**config.mk**
```make
export PLATFORM = sky130hd
export DESIGN_NAME = duplex_latch_xcvr
export DESIGN_NICKNAME = d
export VERILOG_FILES = /design/src/rtl/dlx_pkg.sv /design/src/rtl/dlx_strobe_edge.sv /design/src/rtl/dlx_store_cell.sv /design/src/rtl/dlx_path.sv /design/src/rtl/duplex_latch_xcvr.sv
export SDC_FILE = /design/constraint.sdc
export NUM_CORES = 1
export LEC_CHECK = 0
export ABC_AREA = 0
export BUFFER_PORTS_ARGS = -buffer_cell sky130_fd_sc_hd__buf_2
export CAP_MARGIN = 15
export CORE_MARGIN = 2
export CORE_UTILIZATION = 51
export DETAILED_ROUTE_END_ITERATION = 8
export PLACE_DENSITY = 0.85
export SLEW_MARGIN = 40
export SYNTH_ARGS = -nofsm -noshare
export SYNTH_HDL_FRONTEND = slang
export SYNTH_SLANG_ARGS = --single-unit
export TNS_END_PERCENT = 5
```
**constraint.sdc**
```tcl
create_clock -name clk -period 1.76 [get_ports clk]
set_clock_uncertainty 0.2 [all_clocks]
set_input_delay 0.264 -clock clk [delete_from_list [all_inputs] [get_ports clk]]
set_output_delay 0.264 -clock clk [all_outputs]
set_load 0.02 [all_outputs]
```
**src/rtl/dlx_pkg.sv**
```systemverilog
// Shared types for the two-way latched/registered transceiver.
package dlx_pkg;
    // Control bundle for one direction; field order matters for packing at the top.
    typedef struct packed {
        logic oe_n;    // output enable, active low
        logic le;      // latch enable, 1 = transparent
        logic strobe;  // data strobe, rising edge loads
        logic ce_n;    // strobe enable, active low
    } dlx_ctrl_t;

    localparam int unsigned DLX_NDIR = 2;
endpackage

```
**src/rtl/dlx_strobe_edge.sv**
```systemverilog
// Rising-edge detector for a direction's data strobe.
// Assumes the strobe is synchronous to clk. The sampled history resets to 1,
// so a strobe already high when reset is released does not count as an edge.
module dlx_strobe_edge (
    input  logic clk,
    input  logic rst_n,
    input  logic strobe,
    output logic rise
);
    logic strobe_q;

    // Keep the strobe level seen at the previous clock edge.
    always_ff @(posedge clk) begin
        if (!rst_n) strobe_q <= 1'b1;
        else        strobe_q <= strobe;
    end

    // An edge is a low sample followed by a high sample.
    always_comb rise = strobe & ~strobe_q;
endmodule

```
**src/rtl/dlx_store_cell.sv**
```systemverilog
// Merged latch/register storage for one direction.
// While le is 1 the cell passes din straight through and records it on every edge,
// so the word shown last is the word held once le falls. While le is 0 the cell
// loads only when load_en is 1. Assumes load_en is a single-cycle qualified edge.
module dlx_store_cell #(
    parameter int unsigned W = 18
) (
    input  logic         clk,
    input  logic         rst_n,
    input  logic         le,
    input  logic         load_en,
    input  logic [W-1:0] din,
    output logic [W-1:0] dout
);
    logic [W-1:0] held;

    // Update the held word in transparent mode or on a qualified strobe edge.
    always_ff @(posedge clk) begin
        if (!rst_n)       held <= '0;
        else if (le)      held <= din;
        else if (load_en) held <= din;
    end

    // Pass-through in transparent mode, stored word otherwise.
    always_comb dout = le ? din : held;

    // after le falls, the word present at the last transparent edge is held.
    p_capture_on_fall_r3: assert property (@(posedge clk) disable iff (!rst_n)
        ($past(rst_n) && $past(le) && !le) |-> (dout == $past(din)));
endmodule

```
**src/rtl/dlx_path.sv**
```systemverilog
// One transfer direction: strobe edge detect, strobe-enable gating, storage
// and pad drive enable. The drive enable is held off during reset.
module dlx_path
    import dlx_pkg::*;
#(
    parameter int unsigned W = 18
) (
    input  logic         clk,
    input  logic         rst_n,
    input  dlx_ctrl_t    ctrl,
    input  logic [W-1:0] din,
    output logic [W-1:0] dout,
    output logic         drive
);
    logic rise;
    logic load_en;
    logic le;
    logic ce_n;
    logic strobe;

    // Split out the control fields for readability.
    always_comb begin
        le     = ctrl.le;
        ce_n   = ctrl.ce_n;
        strobe = ctrl.strobe;
    end

    dlx_strobe_edge u_edge (
        .clk    (clk),
        .rst_n  (rst_n),
        .strobe (strobe),
        .rise   (rise)
    );

    // A strobe edge loads only while the strobe enable is asserted.
    always_comb load_en = rise & ~ce_n;

    dlx_store_cell #(.W(W)) u_cell (
        .clk     (clk),
        .rst_n   (rst_n),
        .le      (le),
        .load_en (load_en),
        .din     (din),
        .dout    (dout)
    );

    // Drive the pads only when enabled and out of reset.
    always_comb drive = rst_n & ~ctrl.oe_n;

    // an enabled rising strobe loads the source word, visible next cycle.
    p_strobe_load_r4: assert property (@(posedge clk) disable iff (!rst_n)
        ($past(rst_n) && !le && !ce_n && strobe && !$past(strobe))
        |=> (le || dout == $past(din)));

    // with the strobe enable off, the latched word does not move.
    p_ce_blocks_r5: assert property (@(posedge clk) disable iff (!rst_n)
        (!le && ce_n) |=> (le || $stable(dout)));

    // a steady strobe never loads while latched.
    p_steady_hold_r6: assert property (@(posedge clk) disable iff (!rst_n)
        ($past(rst_n) && !le && strobe == $past(strobe)) |=> (le || $stable(dout)));

    // a high output enable keeps the pads undriven.
    p_hiz_r7: assert property (@(posedge clk) disable iff (!rst_n)
        ctrl.oe_n |-> !drive);

    // no drive at any clock edge while reset is held.
    always_ff @(posedge clk) begin
        if (!rst_n) a_reset_undriven_r1: assert (!drive);
    end
endmodule

```
**src/rtl/duplex_latch_xcvr.sv**
```systemverilog
// Two-way latched/registered bus transceiver.
// Direction 0 carries side A to side B, direction 1 carries side B to side A.
// Each direction has an independent dlx_path. The clash flag reports both
// sides driving at once but changes neither drive enable.
module duplex_latch_xcvr
    import dlx_pkg::*;
#(
    parameter int unsigned W = 18
) (
    input  logic         clk,
    input  logic         rst_n,
    input  logic [W-1:0] a_in,
    output logic [W-1:0] a_out,
    output logic         a_drive,
    input  logic [W-1:0] b_in,
    output logic [W-1:0] b_out,
    output logic         b_drive,
    input  logic         ab_oe_n,
    input  logic         ab_le,
    input  logic         ab_strobe,
    input  logic         ab_ce_n,
    input  logic         ba_oe_n,
    input  logic         ba_le,
    input  logic         ba_strobe,
    input  logic         ba_ce_n,
    output logic         bus_clash
);
    localparam int unsigned NDIR = DLX_NDIR;

    logic [W-1:0]    dir_src [NDIR];
    logic [W-1:0]    dir_dst [NDIR];
    dlx_ctrl_t       dir_ctl [NDIR];
    logic [NDIR-1:0] dir_drv;

    // Route pads and controls into the per-direction arrays.
    always_comb begin
        dir_src[0] = a_in;
        dir_src[1] = b_in;
        dir_ctl[0] = {ab_oe_n, ab_le, ab_strobe, ab_ce_n};
        dir_ctl[1] = {ba_oe_n, ba_le, ba_strobe, ba_ce_n};
    end

    for (genvar d = 0; d < NDIR; d++) begin : g_dir
        dlx_path #(.W(W)) u_path (
            .clk   (clk),
            .rst_n (rst_n),
            .ctrl  (dir_ctl[d]),
            .din   (dir_src[d]),
            .dout  (dir_dst[d]),
            .drive (dir_drv[d])
        );
    end

    // Deliver each direction's word and drive enable to the opposite side.
    always_comb begin
        b_out   = dir_dst[0];
        b_drive = dir_drv[0];
        a_out   = dir_dst[1];
        a_drive = dir_drv[1];
    end

    // Flag simultaneous drive on both sides.
    always_comb bus_clash = &dir_drv;

    // both output enables asserted out of reset must raise the flag.
    p_clash_seen_r9: assert property (@(posedge clk) disable iff (!rst_n)
        (!ab_oe_n && !ba_oe_n) |-> bus_clash);

    // the flag never rises while one side is undriven.
    p_clash_only_r9: assert property (@(posedge clk) disable iff (!rst_n)
        bus_clash |-> (a_drive && b_drive));
endmodule

```
==> results of run 1 <==
power groups by stage:
stage          registers [W]  logic [W]  clock network (W)
2_1_floorplan       0.000956   0.000339                  0
3_3_place_gp        0.000963   0.000460                  0
3_5_place_dp        0.000964   0.000472                  0
4_1_cts             0.000945   0.000476           0.000571
5_1_grt             0.000952   0.000511           0.000598
6_report            0.000945   0.000471           0.000544
registers in the layout, indices dropped and copies added (netlist names):
signal / cells
g_dir.u_path.u_edge.strobe_q: 2
g_dir.u_path.u_cell.held: 36
stage by stage:
stage / power [W] / hold slack [ns] / utilization [%]
finish: 0.001960 / 0.02414 / 67.14
global route: 0.002061 / 0.02112 / 67.14
CTS: 0.001992 / 0.01044 / 67.14
detailed placement: 0.001435 / 0.2523 / 64.55
global placement: 0.001422 / 0.2434 / 64.55
floorplan: 0.001295 / 0.1655 / -
worst min-delay path, stage by stage:
cell,delay [ns]
buf_2,0.10
nand2_1,0.05
mux2i_1,0.05
final cells by class:
class,count,share of cell area [%]
tap,48,2.407
timing repair buffer,93,20.26
sequential,38,30.49
clock buffer,7,3.059
multi-input combinational,153,43.78
placed cells by master, fill, tap and decap left out:
cell | synthesis | final
buf_2 | 6 | 84
buf_12 | 2 | 1
nand2_1 | 72 | 72
a21oi_2 | 2 | 2
nor2_1 | 2 | 2
mux2_2 | 36 | 36
dfxtp_1 | 38 | 38
dlygate4sd3_1 | 0 | 2
clkbuf_1 | 2 | 2
nor2b_1 | 3 | 3
nand2b_1 | 2 | 2
buf_4 | 2 | 6
clkbuf_8 | 0 | 5
mux2i_1 | 36 | 36
routing by layer:
metal / up-vias / global-route usage [%]
li1: 852 / -
met1: 750 / 18.78
met2: 55 / 34.88
met3: 7 / 6.588
met4: 0 / 6.888
met5: - / 0
logic make-up (layout without fill, tap and decap cells):
kind of cell / Yosys count / after routing / share of synthesized area [%]
mux: 72 / 72 / 38.47
buf+inv: 16 / 100 / 6.914
compound gates: 2 / 2 / 0.8801
flops: 38 / 38 / 38.21
simple gates: 79 / 79 / 15.53
worst paths after layout:
kind	startpoint	end	slack (ns)	cells after the start
min reg2reg	g_dir[0].u_path.u_cell.held[4]	g_dir[0].u_path.u_cell.held[4]	0.26	2
max reg2reg	g_dir[1].u_path.u_edge.strobe_q	g_dir[1].u_path.u_cell.held[13]	0.46	4
min	a_in[1]	g_dir[0].u_path.u_cell.held[1]	0.02	3
max	ab_le	b_out[16]	0.12	3
timing repair:
item	CTS	global route
endpoints found under the hold margin	2	0
setup endpoints to repair	0	0
hold buffers	2	0
==> out/metrics.cfg, run 1 <==
[timing]
finalCritPeriodShare_pct=93.07
fin_ws_ns=0.1219
finalMaxSlewViolations=0
setup_viol=0
worst_pin_slew_ns=0.4309
min_period_ns=1.638
clock.fmax_ghz=0.6105
fin_setup_tns_ns=0
rsz0062_at_grt=false
final_hold_viol_count=0
slew_headroom_pct=71.27

[placed_design]
post-dp-hpwl_um=2915
placed_cell_area_mm2=0.002399
place.gp.congestion=0.7508
dp_slack_ns=0.1256
dp_cells=330
portBuffers=84

[critical_path]
worstSetupPathType=in2out
path_max_fanout=19
cp.arrival_ns=1.17
crit_family=buffers and inverters
worstSetupEndpointType=output port
slowest_stage=mux2_2
critPathBufInv=2
critPathLaunchType=input port
critPathRequiredTime_ns=1.30
cp_cell_sequence=buf_2, mux2_2, buf_2
max_stage_delay_ns=0.39
crit_top_cell=buf_2

[finish]
areaGrowthSynthToFinish_pct=25.33
postLayoutCellArea_mm2=0.002495
num-fill-cells=314
nNetsFinal=337
diodes=0
fin_cells=339
multiInputGateArea_mm2=0.001092
seq_area_um2=760.7
drive_above_1_share_pct=46.05

[worst_hold_path]
hp-class=in2reg

[synth]
syn-cell-area_mm2=0.001991
yosys_warnings=0
synth_top_area_cell=dfxtp_1
yosysSeqAreaShare_pct=38.21
ys_seq_elements=38
postSynth.asyncResetShare_pct=0
synth_common_cells=nand2_1, dfxtp_1, mux2_2, mux2i_1, buf_2
synth_top_cells_by_area=dfxtp_1, mux2_2, mux2i_1, nand2_1, buf_6
avgSynthCellArea_um2=9.617
synthFlopType=dfxtp_1
synth_edf_count=0
yosysMostFrequentCell=nand2_1
synth.net_count=253
netlist_instances=207
yosysUniqueCellTypes=13
synth_top_cell_area_share_pct=38.21

[grt]
grt_start_max_net_pins=41
antenna_found_initial=0
grt_pass1_wl_um=6251
globalRouteTotalUtil_pct=18.65
grt_overflow_total=0
grt_pass1_vias=1511

[job]
drv_cap=0

[power]
clkPwrFrac_pct=27.7
p_leak_nw=1.253
swShare_pct=28.15
p_per_area_mw_per_mm2=785.6
power_frac_seq_pct=48.2
power_frac_comb_pct=24.0
p_sw_w=0.0005517
internal_power_w=0.001408
vdd.ir_drop.worst_mv=0.4424

[clock_tree]
htree_levels=2
cts.sinks=38
clockRootBuffer=clkbuf_8
clkTransAtPathRegs_ns=0.07
clock_latency_ns=0.28
clockBufferDepth=2
post_cts_resized=0
cts_tree=yes
cts_made_buffers=5
post_cts_buffers=0

[route]
num_vias=1664
dr.pass1.iters=4
wl_per_cell_um=11.47
wl_met3_um=300
avgViaCountPerCell=4.909
met2_length_um=1919
ant_nets=0
drc=0
wl_met1_um=1612
routed_wl_um=3889
dr.max_layer_used=met4
drt_iter0_drc=42

[floorplanning]
initial_utilization_pct=53.57
ioPinCount=85
chipHeight_um=66.48
rows=22
die_x_um=66.48
core_area_mm2=0.003716
dieArea_mm2=0.004419

[outcome]
status=finished, final reports clean

No activity file was read; power rests on OpenSTA's default activity.
==> run 2: changes to the inputs <==
--- a/config.mk
+++ b/config.mk
@@ -9,9 +9,9 @@
 export BUFFER_PORTS_ARGS = -buffer_cell sky130_fd_sc_hd__buf_2
 export CAP_MARGIN = 15
 export CORE_MARGIN = 2
-export CORE_UTILIZATION = 51
+export CORE_UTILIZATION = 45
 export DETAILED_ROUTE_END_ITERATION = 8
-export PLACE_DENSITY = 0.85
+export PLACE_DENSITY = 0.76
 export SLEW_MARGIN = 40
 export SYNTH_ARGS = -nofsm -noshare
 export SYNTH_HDL_FRONTEND = slang
==> run 2 against run 1 <==
Net effect: sequential share of layout area down 0.18 points; clock-buffer cell count unchanged; global-route usage down 2.4 points; die area up 13%; power up 2.3%; final area up 0.60%; critical endpoint is now b_out[14].
==> out/metrics.cfg, run 2 (synthesis results as in run 1) <==
[finish]
layout_common_cells=buf_2, nand2_1, dfxtp_1
num-fill-cells=408
postLayoutCellArea_mm2=0.002510
areaGrowthSynthToFinish_pct=26.08
multiInputGateArea_mm2=0.001092
final_common_cell=buf_2
drive_above_1_share_pct=46.55
top_regs=g_dir.u_path.u_cell.held x36, g_dir.u_path.u_edge.strobe_q x2
diodes=0
nNetsFinal=335
top_register=g_dir.u_path.u_cell.held
largest_register_ffs=36
seq_area_um2=760.7

[timing]
setup_viol=0
slew_headroom_pct=70.87
worst_pin_slew_ns=0.4369
finalCritPeriodShare_pct=93.62
min_period_ns=1.648
finalMaxSlewViolations=0
fin_setup_tns_ns=0
final_hold_viol_count=0
rsz0062_at_grt=false
clock.fmax_ghz=0.6069

[clock_tree]
post_cts_buffers=0
clkTransAtPathRegs_ns=0.07
htree_levels=2
ctsHoldBuffers=1
clock_latency_ns=0.27
cts.sinks=38
clockBufferDepth=2
cts_tree=yes
post_cts_resized=0
cts_made_buffers=5
clockRootBuffer=clkbuf_8

[route]
avgViaCountPerCell=4.836
drt_iter0_drc=36
drc=0
routed_wl_um=3884
wl_per_cell_um=11.36
num_vias=1654
dr.pass1.iters=3
ant_nets=0

[job]
drv_cap=0

[critical_path]
cp_cell_sequence=buf_2, mux2_2, buf_2
max_stage_delay_ns=0.39
worstSetupEndpointType=output port
worstSetupPathType=in2out
cp.arrival_ns=1.18
path_max_fanout=19
critPathLaunchType=input port
critPathRequiredTime_ns=1.30
slowest_stage=mux2_2
crit_top_cell=buf_2

[worst_hold_path]
hp-class=in2reg

[grt]
grt_overflow_total=0
grt_pass1_wl_um=6568
globalRouteTotalUtil_pct=16.24
antenna_found_initial=0
grt_start_max_net_pins=31
grt_pass1_vias=1554

[outcome]
status=finished, final reports clean

[floorplanning]
rows=24
core_area_mm2=0.004294
die_x_um=70.51
chipHeight_um=70.51
dieArea_mm2=0.004972
initial_utilization_pct=46.36
ioPinCount=85

[power]
p_per_area_mw_per_mm2=799.1
p_leak_nw=1.259
vdd.ir_drop.worst_mv=0.3808

[placed_design]
place.gp.congestion=0.7346
post-dp-hpwl_um=2984
portBuffers=84
placed_cell_area_mm2=0.002409

==> run 2: routing by layer <==
layer / up-vias / global-route usage, % / part of all wire, % / routed length (um)
li1: 850 / - / - / -
met1: 746 / 19.23 / 45 / 1763
met2: 53 / 28.62 / 48 / 1852
met3: 5 / 3.752 / 5.9 / 230
met4: 0 / 5.769 / 0.98 / 38
met5: - / 0 / 0 / 0
==> run 2: worst paths after layout <==
| kind | cells after the start | to | start | slack, ns |
|---|---|---|---|---|
| worst min-delay path | 2 | g_dir[1].u_path.u_edge.strobe_q | ba_strobe | 0.006 |
| worst max register to register | 4 | g_dir[1].u_path.u_cell.held[9] | g_dir[1].u_path.u_edge.strobe_q | 0.53 |
| worst min register to register | 2 | g_dir[1].u_path.u_cell.held[16] | g_dir[1].u_path.u_cell.held[16] | 0.26 |
| worst max-delay path | 3 | b_out[14] | ab_le | 0.11 |
==> run 2: stage by stage <==
step	total power, W	utilization, %	setup slack (ns)	hold slack (ns)	cells
after floorplan	0.001295	-	0.2799	0.1655	207
after global placement	0.001426	56.09	0.1023	0.2428	333
after detailed placement	0.001439	56.09	0.09678	0.2514	333
after CTS	0.002049	58.45	0.1019	0.001292	342
after global routing	0.002116	58.45	0.04871	0.002839	342
final	0.002006	58.45	0.1122	0.005910	342
==> run 2: final cells by class <==
class | instances | area share [%]
Timing Repair Buffer | 91 | 19.94
Tap cell | 52 | 2.592
Clock buffer | 7 | 3.440
Clock inverter | 1 | 0.1994
Sequential cell | 38 | 30.31
Multi-Input combinational cell | 153 | 43.52
==> run 2: where the power goes <==
part | total [W] | internal, W | switching [W]
Clock | 0.000590 | 0.000316 | 0.000274
Sequential | 0.000945 | 0.000918 | 0.0000271
Combinational | 0.000471 | 0.000218 | 0.000252
==> run 2: critical path, delay by kind of cell <==
kind,cells,cell delay [ns]
buffers and inverters,2,0.52
muxes,1,0.39
